`src/rtl/core_pkg.sv`:
```
package core_pkg;

  localparam logic [5:0] OPC_ADD  = 6'h01;
  localparam logic [5:0] OPC_SUB  = 6'h02;
  localparam logic [5:0] OPC_AND  = 6'h03;
  localparam logic [5:0] OPC_OR   = 6'h04;
  localparam logic [5:0] OPC_XOR  = 6'h05;
  localparam logic [5:0] OPC_SLT  = 6'h06;
  localparam logic [5:0] OPC_ADDI = 6'h08;
  localparam logic [5:0] OPC_ANDI = 6'h0C;
  localparam logic [5:0] OPC_ORI  = 6'h0D;
  localparam logic [5:0] OPC_XORI = 6'h0E;
  localparam logic [5:0] OPC_LW   = 6'h10;
  localparam logic [5:0] OPC_SW   = 6'h11;
  localparam logic [5:0] OPC_CMP  = 6'h18;
  localparam logic [5:0] OPC_JMP  = 6'h20;
  localparam logic [5:0] OPC_JNZ  = 6'h21;

  typedef enum logic [2:0] {
    ST_FETCH  = 3'd0,
    ST_DECODE = 3'd1,
    ST_EXEC   = 3'd2,
    ST_MEMORY = 3'd3,
    ST_WRITE  = 3'd4
  } step_e;

  typedef enum logic [2:0] {
    ALU_ADD = 3'd0,
    ALU_SUB = 3'd1,
    ALU_AND = 3'd2,
    ALU_OR  = 3'd3,
    ALU_XOR = 3'd4,
    ALU_SLT = 3'd5
  } alu_op_e;

  typedef struct packed {
    alu_op_e alu_op;
    logic    use_imm;
    logic    rd_imm;
    logic    reg_write;
    logic    mem_read;
    logic    mem_write;
    logic    is_cmp;
    logic    is_jump;
    logic    is_cond;
  } ctrl_t;

endpackage

```
`src/rtl/core_step_seq.sv`:
```
module core_step_seq
  import core_pkg::*;
(
  input  logic  clk,
  input  logic  rst_n,
  output step_e step
);

  step_e step_q;
  step_e step_d;

  always_comb begin
    unique case (step_q)
      ST_FETCH:  step_d = ST_DECODE;
      ST_DECODE: step_d = ST_EXEC;
      ST_EXEC:   step_d = ST_MEMORY;
      ST_MEMORY: step_d = ST_WRITE;
      default:   step_d = ST_FETCH;
    endcase
  end

  always_ff @(posedge clk or negedge rst_n) begin
    if (!rst_n) step_q <= ST_FETCH;
    else        step_q <= step_d;
  end

  assign step = step_q;

endmodule

```
`src/rtl/core_decode.sv`:
```
module core_decode
  import core_pkg::*;
(
  input  logic [5:0] opcode,
  output ctrl_t      ctrl
);

  always_comb begin
    ctrl = '0;
    ctrl.alu_op = ALU_ADD;
    unique case (opcode)
      OPC_ADD:  begin ctrl.alu_op = ALU_ADD; ctrl.reg_write = 1'b1; end
      OPC_SUB:  begin ctrl.alu_op = ALU_SUB; ctrl.reg_write = 1'b1; end
      OPC_AND:  begin ctrl.alu_op = ALU_AND; ctrl.reg_write = 1'b1; end
      OPC_OR:   begin ctrl.alu_op = ALU_OR;  ctrl.reg_write = 1'b1; end
      OPC_XOR:  begin ctrl.alu_op = ALU_XOR; ctrl.reg_write = 1'b1; end
      OPC_SLT:  begin ctrl.alu_op = ALU_SLT; ctrl.reg_write = 1'b1; end
      OPC_ADDI: begin
        ctrl.alu_op = ALU_ADD; ctrl.use_imm = 1'b1;
        ctrl.rd_imm = 1'b1;    ctrl.reg_write = 1'b1;
      end
      OPC_ANDI: begin
        ctrl.alu_op = ALU_AND; ctrl.use_imm = 1'b1;
        ctrl.rd_imm = 1'b1;    ctrl.reg_write = 1'b1;
      end
      OPC_ORI: begin
        ctrl.alu_op = ALU_OR; ctrl.use_imm = 1'b1;
        ctrl.rd_imm = 1'b1;   ctrl.reg_write = 1'b1;
      end
      OPC_XORI: begin
        ctrl.alu_op = ALU_XOR; ctrl.use_imm = 1'b1;
        ctrl.rd_imm = 1'b1;    ctrl.reg_write = 1'b1;
      end
      OPC_LW: begin
        ctrl.use_imm = 1'b1;   ctrl.rd_imm = 1'b1;
        ctrl.reg_write = 1'b1; ctrl.mem_read = 1'b1;
      end
      OPC_SW: begin
        ctrl.use_imm = 1'b1; ctrl.mem_write = 1'b1;
      end
      OPC_CMP: ctrl.is_cmp = 1'b1;
      OPC_JMP: ctrl.is_jump = 1'b1;
      OPC_JNZ: begin ctrl.is_jump = 1'b1; ctrl.is_cond = 1'b1; end
      default: ctrl.alu_op = ALU_ADD;
    endcase
  end

endmodule

```
`src/rtl/core_alu.sv`:
```
module core_alu
  import core_pkg::*;
#(
  parameter int XLEN = 32
) (
  input  alu_op_e         op,
  input  logic [XLEN-1:0] a,
  input  logic [XLEN-1:0] b,
  output logic [XLEN-1:0] y,
  output logic            a_gt_b
);

  logic a_lt_b;

  assign a_lt_b = $signed(a) < $signed(b);
  assign a_gt_b = $signed(a) > $signed(b);

  always_comb begin
    unique case (op)
      ALU_ADD: y = a + b;
      ALU_SUB: y = a - b;
      ALU_AND: y = a & b;
      ALU_OR:  y = a | b;
      ALU_XOR: y = a ^ b;
      ALU_SLT: y = {{(XLEN-1){1'b0}}, a_lt_b};
      default: y = a + b;
    endcase
  end

endmodule

```
`src/rtl/core_regfile.sv`:
```
module core_regfile #(
  parameter int XLEN = 32,
  parameter int NREG = 32,
  localparam int AW  = $clog2(NREG)
) (
  input  logic            clk,
  input  logic [AW-1:0]   ra1,
  input  logic [AW-1:0]   ra2,
  output logic [XLEN-1:0] rd1,
  output logic [XLEN-1:0] rd2,
  input  logic            we,
  input  logic [AW-1:0]   wa,
  input  logic [XLEN-1:0] wd
);

  logic [XLEN-1:0] regs [NREG];

  for (genvar g = 0; g < NREG; g++) begin : g_reg
    if (g == 0) begin : g_zero
      assign regs[g] = '0;
    end else begin : g_store
      logic wr_en;
      assign wr_en = we && (wa == AW'(g));
      always_ff @(posedge clk) begin
        if (wr_en) regs[g] <= wd;
      end
    end
  end

  assign rd1 = regs[ra1];
  assign rd2 = regs[ra2];

endmodule

```
`src/rtl/mc5_core.sv`:
```
module mc5_core
  import core_pkg::*;
#(
  parameter int XLEN  = 32,
  parameter int NREG  = 32,
  parameter int IMM_W = 16,
  localparam int RIDX_W = $clog2(NREG)
) (
  input  logic            clk,
  input  logic            rst_n,
  output logic [XLEN-1:0] imem_addr,
  input  logic [31:0]     imem_rdata,
  output logic [XLEN-1:0] dmem_addr,
  output logic [XLEN-1:0] dmem_wdata,
  output logic            dmem_we,
  input  logic [XLEN-1:0] dmem_rdata
);

  localparam int OPC_LSB = 26;
  localparam int RS_MSB  = 25;
  localparam int RT_MSB  = 20;
  localparam int RD_MSB  = 15;

  // reset: asynchronous assert, synchronous release
  logic [1:0] rst_sync_q;
  logic       rst_sync_n;

  always_ff @(posedge clk or negedge rst_n) begin
    if (!rst_n) rst_sync_q <= '0;
    else        rst_sync_q <= {rst_sync_q[0], 1'b1};
  end
  assign rst_sync_n = rst_sync_q[1];

  // step sequencer
  step_e step;
  core_step_seq u_seq (
    .clk   (clk),
    .rst_n (rst_sync_n),
    .step  (step)
  );

  logic en_fetch, en_decode, en_exec, en_memory, en_write;
  assign en_fetch  = (step == ST_FETCH);
  assign en_decode = (step == ST_DECODE);
  assign en_exec   = (step == ST_EXEC);
  assign en_memory = (step == ST_MEMORY);
  assign en_write  = (step == ST_WRITE);

  // architectural and inter-step state
  logic [XLEN-1:0]   pc_q, npc_q;
  logic [31:0]       ir_q;
  logic [XLEN-1:0]   a_q, b_q, imm_q;
  logic [XLEN-1:0]   alu_q, res_q;
  logic [RIDX_W-1:0] dest_q;
  ctrl_t             ctrl_q;
  logic              flag_q;

  // decode of the held instruction
  ctrl_t             ctrl_dec;
  logic [RIDX_W-1:0] rs_idx, rt_idx, rd_idx;
  logic [XLEN-1:0]   imm_ext;
  logic [XLEN-1:0]   rf_rd1, rf_rd2;

  core_decode u_dec (
    .opcode (ir_q[31:OPC_LSB]),
    .ctrl   (ctrl_dec)
  );

  assign rs_idx  = ir_q[RS_MSB -: RIDX_W];
  assign rt_idx  = ir_q[RT_MSB -: RIDX_W];
  assign rd_idx  = ctrl_dec.rd_imm ? ir_q[RT_MSB -: RIDX_W] : ir_q[RD_MSB -: RIDX_W];
  assign imm_ext = {{(XLEN-IMM_W){ir_q[IMM_W-1]}}, ir_q[IMM_W-1:0]};

  // register file
  logic rf_we;
  assign rf_we = en_write && ctrl_q.reg_write;

  core_regfile #(.XLEN(XLEN), .NREG(NREG)) u_rf (
    .clk (clk),
    .ra1 (rs_idx),
    .ra2 (rt_idx),
    .rd1 (rf_rd1),
    .rd2 (rf_rd2),
    .we  (rf_we),
    .wa  (dest_q),
    .wd  (res_q)
  );

  // execute operands and ALU
  logic [XLEN-1:0] jump_off, op_a, op_b, alu_y;
  logic            alu_gt;

  assign jump_off = {imm_q[XLEN-3:0], 2'b00};
  assign op_a     = ctrl_q.is_jump ? npc_q : a_q;
  assign op_b     = ctrl_q.is_jump ? jump_off : (ctrl_q.use_imm ? imm_q : b_q);

  core_alu #(.XLEN(XLEN)) u_alu (
    .op     (ctrl_q.alu_op),
    .a      (op_a),
    .b      (op_b),
    .y      (alu_y),
    .a_gt_b (alu_gt)
  );

  // next-state values
  logic            take_jump;
  logic [XLEN-1:0] pc_d, res_d;
  logic            flag_d;
  logic            flag_en;

  assign take_jump = ctrl_q.is_jump && (!ctrl_q.is_cond || !flag_q);
  assign pc_d      = take_jump ? alu_q : npc_q;
  assign res_d     = ctrl_q.mem_read ? dmem_rdata : alu_q;
  assign flag_d    = !alu_gt;
  assign flag_en   = en_exec && ctrl_q.is_cmp;

  // control registers (reset)
  always_ff @(posedge clk or negedge rst_sync_n) begin
    if (!rst_sync_n) begin
      pc_q   <= '0;
      ctrl_q <= '0;
      flag_q <= 1'b0;
    end else begin
      if (en_memory) pc_q   <= pc_d;
      if (en_decode) ctrl_q <= ctrl_dec;
      if (flag_en)   flag_q <= flag_d;
    end
  end

  // datapath registers (no reset)
  always_ff @(posedge clk) begin
    if (en_fetch) begin
      ir_q  <= imem_rdata;
      npc_q <= pc_q + XLEN'(4);
    end
    if (en_decode) begin
      a_q    <= rf_rd1;
      b_q    <= rf_rd2;
      imm_q  <= imm_ext;
      dest_q <= rd_idx;
    end
    if (en_exec)   alu_q <= alu_y;
    if (en_memory) res_q <= res_d;
  end

  // memory ports
  assign imem_addr  = pc_q;
  assign dmem_addr  = alu_q;
  assign dmem_wdata = b_q;
  assign dmem_we    = en_memory && ctrl_q.mem_write;

  // signals brought out for the bound checker
  logic cmp_in_exec;
  logic write_step;
  assign cmp_in_exec = en_exec && ctrl_q.is_cmp;
  assign write_step  = en_write;

endmodule

```
`config.mk`:
```
export PLATFORM = sky130hd
export DESIGN_NAME = mc5_core
export DESIGN_NICKNAME = d
export VERILOG_FILES = /design/src/rtl/core_pkg.sv /design/src/rtl/core_step_seq.sv /design/src/rtl/core_decode.sv /design/src/rtl/core_alu.sv /design/src/rtl/core_regfile.sv /design/src/rtl/mc5_core.sv
export SDC_FILE = /design/constraint.sdc
export NUM_CORES = 2
export LEC_CHECK = 0
export BUFFER_PORTS_ARGS = -buffer_cell sky130_fd_sc_hd__buf_2
export CORE_MARGIN = 2
export CORE_UTILIZATION = 58
export CTS_CLUSTER_SIZE = 40
export DETAILED_ROUTE_END_ITERATION = 12
export MAX_ROUTING_LAYER = met4
export PLACE_DENSITY = 0.75
export SYNTH_ARGS = -nofsm -noshare
export SYNTH_HDL_FRONTEND = slang
export SYNTH_HIERARCHICAL = 1
export SYNTH_SLANG_ARGS = --single-unit
```
`constraint.sdc`:
```
create_clock -name clk -period 5 [get_ports clk]
set_input_delay 0.5 -clock clk [delete_from_list [all_inputs] [get_ports clk]]
set_output_delay 0.5 -clock clk [all_outputs]
set_load 0.02 [all_outputs]
```
=== Yosys cells after proc, flatten, opt, wreduce, memory -nomap -nowiden ===
Cells that the tools add are included.
W data, S select, Z words.

* Flip-flop bits (word level): 1,253
* Output and inout port bits: 97

* Add/sub/neg operators: 3
* $lt $le $gt $ge: 4
* Eq/ne operators: 55
* Muxes and demuxes: 23
* Bitwise gates (word level): 5
* Reduce and logical (&&, ||, !) cells: 47

{| class="wikitable"
|+ Operator list
! cell !! count
|-
| $bmux W32 S5 || 2
|-
| $mux W32 || 9
|-
| $pmux W32 S5 || 1
|-
| $eq A5 B5 Y1 const B || 16
|-
| $eq A5 B4 Y1 const B || 8
|-
| $logic_and A1 B1 Y1 || 35
|-
| $add A32 B3 Y32 const B || 1
|-
| $add A32 B32 Y32 || 1
|-
| $and A32 B32 Y32 || 1
|-
| $gt A32 B32 Y1 || 1
|-
| $lt A32 B32 Y1 || 1
|-
| $or A32 B32 Y32 || 1
|-
| $sub A32 B32 Y32 || 1
|-
| $xor A32 B32 Y32 || 1
|-
| $eq A6 B4 Y1 const B || 4
|-
| $eq A5 B3 Y1 const B || 4
|-
| $eq A6 B3 Y1 const B || 3
|-
| $eq A6 B5 Y1 const B || 3
|-
| $pmux W3 S5 || 1
|-
| $eq A3 B2 Y1 const B || 4
|-
| $eq A6 B2 Y1 const B || 2
|-
| $eq A6 B6 Y1 const B || 2
|-
| $ge A6 B6 Y1 const B || 2
|-
| $not A5 Y6 || 2
|-
| other kinds (15) || 31
|}

=== Depth between registers and ports, before layout ===
* Depth after elaboration: 4
* Depth in mapped cells: 18
* Mapped depth without buffers: 16

=== By module ===
Netlist, hierarchy kept.

{| class="wikitable"
|+ Modules (own cells, without submodules)
! module !! instances !! cells each !! area an instance (um2)
|-
| core_regfile || 1 || 2,452 || 46,118.0
|-
| mc5_core || 1 || 637 || 10,178.5
|-
| core_alu || 1 || 897 || 5,634.2
|-
| core_decode || 1 || 39 || 240.2
|-
| core_step_seq || 1 || 8 || 98.8
|}

=== Least setup slack after synthesis ===
No wires, ideal clock.

* Path kind: reg2reg
* From: register u_seq.step_q[0] (netlist: u_seq/step[0])
* To: register ir_q[0] (enable)
* Setup time: 565 ps
* Arrival: 4,870 ps
* Data required time: 4,435 ps
* Setup slack: -435 ps
* Stages on the path, launching flop included: 2
* Clock period less this slack: 5,435 ps
* Cell sequence: dfrtp_1 -> nor3_1

* Longest elaborated chain between the ends: 1

{| class="wikitable"
|+ RTL lines
! item !! RTL line !! RTL
|-
| start: declaration || core_step_seq.sv:9 || <nowiki>step_e step_q;</nowiki>
|-
| start signal: assignment || core_step_seq.sv:24 || <nowiki>else step_q <= step_d;</nowiki>
|-
| $logic_not A3 Y1 || mc5_core.sv:43 || <nowiki>assign en_fetch = (step == ST_FETCH);</nowiki>
|-
| end signal: assignment || mc5_core.sv:133 || <nowiki>ir_q <= imem_rdata;</nowiki>
|-
| end: declaration || mc5_core.sv:51 || <nowiki>logic [31:0] ir_q;</nowiki>
|}

No other way between the ends.
A chain may end at the register's enable or synchronous reset.

=== Final worst setup path ===
* From: register ctrl_q[1] in the netlist's numbering
* To: register flag_q

* Longest elaborated chain between the ends: 3
* Elaborated cells between the ends (all ways): 4

{| class="wikitable"
|+ RTL lines
! item !! RTL line !! RTL
|-
| start: declaration || mc5_core.sv:55 || <nowiki>ctrl_t ctrl_q;</nowiki>
|-
| start signal: assignment || mc5_core.sv:125 || <nowiki>if (en_decode) ctrl_q <= ctrl_dec;</nowiki>
|-
| $mux W32 || mc5_core.sv:94 || <nowiki>assign op_a = ctrl_q.is_jump ? npc_q : a_q;</nowiki>
|-
| net op_a[0] || mc5_core.sv:90 || <nowiki>logic [XLEN-1:0] jump_off, op_a, op_b, alu_y;</nowiki>
|-
| $gt A32 B32 Y1 || core_alu.sv:16 || <nowiki>assign a_gt_b = $signed(a) > $signed(b);</nowiki>
|-
| net alu_gt || mc5_core.sv:91 || <nowiki>logic alu_gt;</nowiki>
|-
| $logic_not A1 Y1 || mc5_core.sv:114 || <nowiki>assign flag_d = !alu_gt;</nowiki>
|-
| end signal: assignment || mc5_core.sv:126 || <nowiki>if (flag_en) flag_q <= flag_d;</nowiki>
|-
| end: declaration || mc5_core.sv:56 || <nowiki>logic flag_q;</nowiki>
|}

The timed path passes the listed nets, and every way through them passes these cells.

==> run summary <==
clock buffer count from CTS = 130
CTS tree = yes
hold slack = 0.0445 ns
hold_sp = dmem_rdata[6]
cell taking the most area after synthesis = edfxtp_1
Post-Syn Instances = 4033
Synth async-reset ratio = 0.0383
initial antenna violation count = 6
final setup vio count = 0
share of the synthesized area in the top cell type = 0.581
starting density of the core = 0.583
Worst-Skew Late Latency = 0.77 ns
clk slew on worst S/H paths = 0.06 ns
Tcrit/Tclk final = 0.953
cell area after synthesis = 62300 µm²
Post-DP Area = 64900 µm²
sw frac = 0.218
final WL = 188 mm
core footprint = 107000 µm²
Area Growth Syn to Fin = 11.4%
die area = 110000 µm²
first-pass GRT wire length = 271 mm
final instance area = 69400 µm²
port bufs = 162
Lkg Pwr = 23.7 nW
worst r2r src = ctrl_q[1]
H-tree levels = 4
layout cell share with drive strength beyond 1 = 0.257
Rel. slew slack = 0.185
Die Width = 332 µm
CP Data Required Time = 5.68 ns
TNS Setup = 0 ns
Pwr Density = 317 nW/µm²
Yosys Warn Count = 6
Detailed Place HPWL = 117 mm
Avg Vias per Cell = 7.15
Arr. time, crit path = 5.44 ns
Setup crit start kind = flop
Worst Tran Pin Value = 1.22 ns
top_reg_cell synth = edfxtp_1
clock power share = 0.428
final antenna-violating net count = 0
top post-synthesis cells by area = edfxtp_1 (58%), mux4_2 (14%), mux2i_1 (3.4%)
crit path max fanout = 37
GRT overflow = 0
pre-CTS WS = 0.0982 ns
Vias = 40791
Clock Sinks = 1253
WL/cell = 32.9 µm
post-layout min period = 4.77 ns
count of unique library cells instantiated by Yosys = 96
CP endpoint kind = flop
maximum VDD drop = 0.000378 V
HP Class = in2reg
Max Slew Vio Count = 0
met3 usage = 0.0708
M2 GR Usage = 0.541
die height = 332 µm
DR DRC count = 0
Setup Buffers After CTS = 0
status = finished clean
Most Crowded Layer GR = met2
final hold vios = 0
FMAX = 0.210 GHz
Switching Power = 4.80 mW
row count = 120
IO Count = 163
Clock Skew = 0.0332 ns
Tot GR Track Use = 0.350
multi-input logic area = 23400 µm²
PnR worst setup slack = 0.234 ns
critical path class = reg2reg
syn_area_per_cell = 15.4 µm²
fill count = 7293
Seq/Total Area, Yosys = 0.600
number of global-route vias before repair = 39660
clock root cell = clkbuf_16
met1 Use GR = 0.458
Pre-antenna DRT Iters = 7
Post-synth EDFFs = 1205
Placer Congestion = 1.02
total power = 22.0 mW
Comb pwr share = 0.041
Final nets = 4361
Int Power = 17.2 mW
register bit count reported by yosys = 1253
Max Buffers Root-to-Sink = 3
CP Launch Point = ctrl_q[1]
register area = 37400 µm²
Syn Nets = 4198
largest net degree at the start of global routing = 141
RSZ-0062 raised after global routing = false
Initial DRC Count = 5412
# Max-Cap Violations = 0
Seq pwr share = 0.531
cell usage after synthesis (all sizes together), types with 19 or more instances:
cell type,number
nor2,148
a21oi,117
nor4,19
nor3,37
inv,114
o31ai,77
a211oi,79
edfxtp,1205
clkbuf,172
nand3,34
mux2,145
mux4,384
nand2,241
xnor2,40
dfrtp,48
ha,97
o21ai,184
and3,38
mux2i,212
buf,128
and2,37
a22o,193
o22ai,79
power groups by stage:
stage | registers, mW | clock network (mW) | logic, mW
6_report | 11.7 | 9.42 | 0.898
3_5_place_dp | 11.9 | 0 | 0.857
5_1_grt | 11.7 | 9.88 | 0.947
4_1_cts | 11.7 | 9.51 | 0.883
3_3_place_gp | 11.9 | 0 | 0.858
2_1_floorplan | 11.9 | 0 | 0.392
cell type report:
cell class                 count  share of cell area
sequential                  1253               0.539
tap                         1403              0.0253
clock inverter                71             0.00903
inverter                     114             0.00620
clock buffer                 164              0.0502
multi-input combinational   2366               0.337
antenna                        5            0.000180
timing repair buffer         331              0.0335
registers in the layout, summed over array words and instances (netlist names), 5 cells and up:
name / count
dmem_addr: 32
imem_addr: 32
ir_q: 32
a_q: 32
u_rf/regs: 992
res_q: 32
dmem_wdata: 32
npc_q: 32
imm_q: 16
dest_q: 5
ctrl_q: 10
cell families (layout without fill, tap and decap cells):
kind of cell    after synthesis  in the layout  synth area share
fa+ha+maj                   100            100            0.0203
buf+inv                     414            680            0.0302
compound gates              860            860            0.0973
mux                         741            741             0.199
other cells                   1              6         0.0000602
xor+xnor                     51             51           0.00717
simple gates                613            613            0.0454
flops                      1253           1253             0.600
critical path, stage by stage (launching register included):
cell	delay [ns]
dfrtp_2	0.79
mux2_2	0.42
inv_1	0.09
ha_1	0.17
inv_1	0.06
fa_1	0.39
nor2b_1	0.16
o21ai_0	0.27
a211oi_1	0.20
o21ai_0	0.44
a21oi_1	0.31
a31o_2	0.34
a211oi_1	0.44
o221ai_1	0.19
nand2_1	0.12
a41oi_1	0.06
a21oi_1	0.18
stage by stage:
stage / util / std cells
6_report: 0.650 / 5707
5_1_grt: 0.650 / 5706
4_1_cts: 0.650 / 5702
3_5_place_dp: 0.608 / 5434
3_3_place_gp: 0.608 / 5434
2_1_floorplan: - / 4033
cells in the final DEF (no fill, tap or decap), types with 38 or more instances in the layout:
cell,instances
a211oi_1,78
o21ai_0,113
and3_1,38
buf_4,123
o22ai_1,79
mux2_2,145
ha_1,97
nor2_1,115
mux2i_1,212
a22o_1,193
edfxtp_1,1205
xnor2_1,40
o31ai_1,75
nand2_1,241
buf_2,162
mux4_2,384
clkbuf_16,135
o21ai_1,68
a21oi_1,115
dfrtp_1,44
inv_1,105
per-layer routing:
layer,up-vias,part of all wire
met5,-,0
met4,0,0.047
met3,590,0.11
met2,2928,0.47
met1,20641,0.37
li1,16632,-
worst paths after layout:
| check | cells after the start | slack [ns] | endpoint |
|---|---|---|---|
| worst min-delay path | 2 | 0.04 | res_q[6] |
| worst min register to register | 0 | 0.36 | rst_sync_q[1] |
| max in group asynchronous | 1 | 4.07 | imem_addr[21] |
| worst max register to register | 16 | 0.23 | flag_q |
| min in group asynchronous | 2 | 0.08 | rst_sync_q[1] |
| worst max-delay path | 16 | 0.23 | flag_q |
repair_timing:
item | 4_1_cts | 5_1_grt
hold buffers | 33 | 0
endpoints found under the setup margin | 0 | 1
gates resized for setup | 0 | 1
hold endpoints to repair | 34 | 0
(Power assumes the default switching activity.)
